==> config.mk <==
export PLATFORM = sky130hd
export DESIGN_NAME = dual_timer_irq
export DESIGN_NICKNAME = d
export VERILOG_FILES = /design/src/rtl/dual_timer_irq.sv
export SDC_FILE = /design/constraint.sdc
export NUM_CORES = 1
export LEC_CHECK = 0
export BUFFER_PORTS_ARGS = -buffer_cell sky130_fd_sc_hd__buf_2
export CAP_MARGIN = 30
export CORE_UTILIZATION = 50
export DETAILED_ROUTE_END_ITERATION = 8
export PLACE_DENSITY_LB_ADDON = 0.15
export SYNTH_ARGS = -nofsm -noshare
export SYNTH_HDL_FRONTEND = slang
export SYNTH_SLANG_ARGS = --single-unit
==> constraint.sdc <==
create_clock -name clk -period 3.35 [get_ports clk]
set_input_delay 0.335 -clock clk [delete_from_list [all_inputs] [get_ports clk]]
set_output_delay 0.335 -clock clk [all_outputs]
set_load 0.01 [all_outputs]
==> src/rtl/dual_timer_irq.sv <==
module dual_timer_irq (
  input  logic       clk,
  input  logic       rst_n,
  input  logic       sel,
  input  logic       wr_en,
  input  logic [3:0] addr,
  input  logic [7:0] wdata,
  output logic [7:0] rdata,
  input  logic       cnt_pin,
  input  logic [4:0] ev_in,
  output logic       tmr_pin,
  output logic       irq_n
);
  localparam logic [3:0] A_T1L = 4'h4, A_T1H = 4'h5, A_R1L = 4'h6, A_R1H = 4'h7;
  localparam logic [3:0] A_T2L = 4'h8, A_T2H = 4'h9, A_MODE = 4'hB;
  localparam logic [3:0] A_FLG = 4'hD, A_ENA = 4'hE;

  logic [15:0] t1_cnt, t1_rel, t2_cnt;
  logic [7:0]  t2_lo, mode;
  logic [6:0]  ifr, ier;
  logic        t1_arm, t2_arm, pin_q, cnt_prev;

  wire wr = sel & wr_en;
  wire rd = sel & ~wr_en;
  wire t1_ld = wr && addr == A_T1H;
  wire t2_ld = wr && addr == A_T2H;
  wire t1_free = |mode[7:6];
  wire t1_ev = (t1_cnt == 16'd0) && !t1_ld;
  wire t1_hit = t1_ev && (t1_arm || t1_free);
  wire t2_step = mode[5] ? (cnt_pin & ~cnt_prev) : 1'b1;
  wire t2_ev = (t2_cnt == 16'd0) && t2_step && !t2_ld;
  wire t2_hit = t2_ev && t2_arm;
  wire irq_any = |(ifr & ier);

  wire [6:0] clr = ((wr && addr == A_FLG) ? wdata[6:0] : 7'd0)
                 | {(rd && addr == A_T1L) || t1_ld, (rd && addr == A_T2L) || t2_ld, 5'd0};

  always_ff @(posedge clk or negedge rst_n) begin
    if (!rst_n) begin
      t1_cnt <= '0;
      t1_rel <= '0;
      t1_arm <= 1'b0;
    end else begin
      if (wr && (addr == A_T1L || addr == A_R1L)) t1_rel[7:0] <= wdata;
      if (wr && (addr == A_T1H || addr == A_R1H)) t1_rel[15:8] <= wdata;
      if (t1_ld) t1_cnt <= {wdata, t1_rel[7:0]};
      else if (t1_ev && t1_free) t1_cnt <= t1_rel;
      else t1_cnt <= t1_cnt - 16'd1;
      if (t1_ld) t1_arm <= 1'b1;
      else if (t1_ev) t1_arm <= 1'b0;
    end
  end

  always_ff @(posedge clk or negedge rst_n) begin
    if (!rst_n) pin_q <= 1'b1;
    else begin
      case (mode[7:6])
        2'b10:   if (t1_hit) pin_q <= ~pin_q;
        2'b11:   pin_q <= ~t1_hit;
        default: pin_q <= 1'b1;
      endcase
    end
  end

  always_ff @(posedge clk or negedge rst_n) begin
    if (!rst_n) begin
      t2_cnt   <= '0;
      t2_lo    <= '0;
      t2_arm   <= 1'b0;
      cnt_prev <= 1'b0;
    end else begin
      cnt_prev <= cnt_pin;
      if (wr && addr == A_T2L) t2_lo <= wdata;
      if (t2_ld) t2_cnt <= {wdata, t2_lo};
      else if (t2_step) t2_cnt <= t2_cnt - 16'd1;
      if (t2_ld) t2_arm <= 1'b1;
      else if (t2_ev) t2_arm <= 1'b0;
    end
  end

  always_ff @(posedge clk or negedge rst_n) begin
    if (!rst_n) begin
      ifr  <= '0;
      ier  <= '0;
      mode <= '0;
    end else begin
      ifr <= (ifr & ~clr) | {t1_hit, t2_hit, ev_in};
      if (wr && addr == A_MODE) mode <= wdata;
      if (wr && addr == A_ENA) ier <= wdata[7] ? (ier | wdata[6:0]) : (ier & ~wdata[6:0]);
    end
  end

  always_comb begin
    rdata = 8'h00;
    if (sel) begin
      case (addr)
        A_T1L:  rdata = t1_cnt[7:0];
        A_T1H:  rdata = t1_cnt[15:8];
        A_R1L:  rdata = t1_rel[7:0];
        A_R1H:  rdata = t1_rel[15:8];
        A_T2L:  rdata = t2_cnt[7:0];
        A_T2H:  rdata = t2_cnt[15:8];
        A_MODE: rdata = mode;
        A_FLG:  rdata = {irq_any, ifr};
        A_ENA:  rdata = {1'b1, ier};
        default: rdata = 8'h00;
      endcase
    end
  end

  assign tmr_pin = pin_q;
  assign irq_n = ~irq_any;
endmodule

==> metrics.md <==
| Metric | Value |
|---|---|
| Worst r2r src | `t1_cnt[0]$_DFF_PN0_` |
| Fmax | `~0.39 GHz` |
| Total placed cells including tap cells | `between 500 and 600` |
| Top_reg_cell synth | `dfrtp_1` |
| Synthesized area | `about 4600 um2` |
| Crit end category | `primary output` |
| DP Area | `between 4000 and 5000 um2` |
| Clk sinks | `~80` |
| GRT Residual Overflow | `0` |
| CP Class | `input pin to primary output` |
| Total GRT Usage | `29.2%` |
| Via count | `~3900` |
| Status | `complete, but fails checks` |
| Power Density | `roughly 640 nW/um2` |
| DRT iter0 DRCs | `between 300 and 400` |
| DRC viols | `2` |
| Setup TNS | `0 ps` |
| Setup crit start | `addr[0]` |
| Synth-to-Final Area Change | `10.3%` |
| Global-route wire length before repair | `between 20000 and 25000 um` |
| Final instance area | `around 5100 um2` |
| Period utilization | `roughly 77%` |
| DP HPWL | `between 9000 and 10000 um` |
| Die height | `~98 um` |
| Synth Area in Simple Gates | `approximately 20%` |
| H-Tree Depth | `3` |
| Adder-cell share of the synthesized area | `0.808%` |
| Final hold violations | `0` |
| # nets final | `between 500 and 600` |
| Max FO, Critical Path | `40` |
| WL per Instance | `about 22 um` |
| Syn Inst Count | `between 400 and 500` |
| Worst Tran Pin Value | `roughly 800 ps` |
| Largest family of logic cells by synthesized area | `simple AND/OR/NAND/NOR gates` |
| Via density | `approximately 6.4` |
| Max clock buf depth | `2` |
| Max_cap viols | `0` |
| I/O pin cnt | `32` |
| CTS tree | `yes` |
| Sw Pwr | `~1.2 mW` |
| Register area share after synthesis | `between 40 and 50%` |
| Worst-path clk slew | `90 ps` |
| Most used cell, CP | `buf_2` |
| Die Wd | `just under 100 um` |
| TritonCTS Buffers | `9` |
| Hold Slack | `~92 ps` |
| Fillers | `795` |
| Synth cell types | `61` |
| Largest net degree at the start of global routing | `49` |
| Slowest CP cell | `buf_2` |
| Die ar. | `a little under 10000 um2` |
| RSZ-0062 raised after global routing | `false` |
| Pleak | `approximately 2.1 nW` |
| Comb pwr share | `around 25%` |
| Ys Warns | `0` |
| Mux contribution to synthesized area | `approximately an eighth` |
| Non-filler cells, final | `between 600 and 700` |
| Critical path's top delay family | `buffers and inverters` |
| Vias in the first global route | `approximately 3800` |
| Clk network pwr share | `24.9%` |
| DR pass1 iterations | `7` |
| Initial antenna violation count | `0` |
| Worst path arrival time | `approximately 2200 ps` |
| Failing checks | `design-rule violations` |
| Hold wc startpoint | `cnt_pin` |
| Antenna cells | `0` |
| Register Area | `slightly above 2000 um2` |
| Fin. max-slew vios | `0` |
| Hold crit path type | `input pin to flop` |
| CORE AREA | `~8800 um2` |
| Asr flop ratio synth | `100%` |
| Worst path max stage delay | `about 610 ps` |
| Synth Area in Compound Gates | `about 15%` |
| Switch share | `around 36%` |
| Area of the multi-input gates | `2460 um2` |
| Port buffer count | `31` |
| Row cnt | `34` |
| Internal power | `~2.1 mW` |
| Gpl congestion | `between 0.8 and 0.9` |
| Initial Util | `52.5%` |
| Worst path cell trace | `buf_2, nor2b_1, a311o_1, a222oi_1, nor2_1, buf_2` |
| Max-slew headroom | `between 40% and 50%` |
| Post-synth EDFFs | `0` |
| FF+latch count, synth | `82` |
| Seq pwr share | `between 40% and 50%` |
| Share of cells above drive strength 1 | `between 20 and 25%` |
| Clock Skew | `11.1 ps` |
| Mapped Avg Cell Area | `9.83 um2` |
| Xor/xnor share of the synthesized area | `under 10%` |
| Root buf cell | `clkbuf_8` |
| Detail Route Antenna Nets | `0` |
| CP required | `approximately 3000 ps` |
| Worst setup SP type | `input pin` |
| Routed Wire Length | `13100 um` |
| Worst path buffer plus inverter count | `2` |
| Worst VDD drop | `around 290 uV` |
| Tmin final | `roughly 2600 ps` |
| Setup bufs post-CTS | `0` |
| Number of setup violations in the final report | `0` |
| Skew-Pair Late Insertion Delay | `between 300 and 400 ps` |
| Syn Nets | `around 500` |
per-stage QoR:
| stage | setup WS, ps | power [mW] | utilization (%) |
|---|---|---|---|
| finish | 771 | 3.30 | 57.9 |
| global route | 539 | 3.51 | 57.9 |
| CTS | 825 | 3.31 | 57.9 |
| detailed placement | 822 | 2.49 | 55.3 |
| global placement | 842 | 2.45 | 54.8 |
| floorplan | 1440 | 2.16 | - |
placed cells by master (no fill, tap or decap), drive strengths merged, types with 11 or more instances in the layout:
cell type and instances:
a21oi 23, a31oi 11, buf 35, clkbuf 11, dfrtp 81, mux2 40, mux2i 11, nand2 60
nand3 11, nor2 49, o21ai 25, xnor2 11, xor2 16
worst paths after layout:
path | endpoint | slack (ps) | depth (start not counted)
setup / recovery | rdata[0] | 770 | 6
setup reg to reg | t1_cnt[11]$_DFF_PN0_ | 970 | 7
hold reg to reg | t2_arm$_DFFE_PN0P_ | 500 | 1
hold / removal | cnt_prev$_DFF_PN0_ | 90 | 1
max in group asynchronous | tmr_pin$_DFFE_PN1P_ | 2260 | 3
min in group asynchronous | t1_cnt[12]$_DFF_PN0_ | 460 | 2
power by group through the flow:
stage | Combinational [mW] | Clock [mW] | Sequential, mW
2_1_floorplan | 0.640 | 0 | 1.52
3_3_place_gp | 0.800 | 0 | 1.65
3_5_place_dp | 0.831 | 0 | 1.66
4_1_cts | 0.838 | 0.839 | 1.64
5_1_grt | 0.939 | 0.883 | 1.69
6_report | 0.835 | 0.823 | 1.65
worst register-to-register path, stage by stage, from the launching register on:
cell and delay [ps]:
dfrtp_1 420, inv_1 70, ha_1 210, nor3b_2 400, nand4_2 220, o21ai_2 610, nor2_1 120, nor3_1 240
cells in the mapped netlist (6+ instances only):
master,number,area share [%]
dfrtp_1,81,44
nand2_1,59,4.8
nor2_1,48,3.9
mux2_2,40,9.7
a21oi_1,23,2.5
o21ai_0,23,2.5
xor2_1,16,3.0
a31oi_1,11,1.5
buf_2,11,1.2
mux2i_1,11,2.4
nand3_1,11,1.2
xnor2_1,11,2.1
clkbuf_1,10,0.81
nor3_1,7,0.75
a21o_1,6,0.97
inv_1,6,0.48
nand2b_1,6,0.81
nor2b_1,6,0.81
cell families after synthesis:
logic type	Yosys count
simple gates	177
compound gates	103
flops	82
xor+xnor	27
buf+inv	30
mux	51
fa+ha+maj	3
registers in the layout (all words and copies together) (netlist names), named ones only:
name and flops:
t1_arm 1, cnt_prev 1, t2_lo 8, t1_rel 16
t1_cnt 16, tmr_pin 1, t2_arm 1, ifr 7
t2_cnt 16, mode 8
final cells by class:
cell class                 count  share of cell area (%)
multi-input combinational    361                    48.1
inverter                       6                   0.439
clock inverter                 5                    1.66
sequential                    82                    40.0
timing repair buffer          36                    4.39
clock buffer                  11                    2.76
tap                          108                    2.64
timing repair:
| action | 4_1_cts | 5_1_grt |
|---|---|---|
| resized for setup | 0 | 0 |
| hold buffers | 1 | 0 |
| endpoints found under the hold margin | 34 | 0 |
routing by layer:
layer | part of all wire (%) | routed length, um | GRT usage, %
met5 | 0 | 0 | 0
met2 | 44 | 5780 | 44.7
met1 | 45 | 5970 | 42.8
met3 | 8.6 | 1140 | 4.96
met4 | 1.9 | 248 | 8.38
Note: power is estimated with default switching activity, not from simulation.
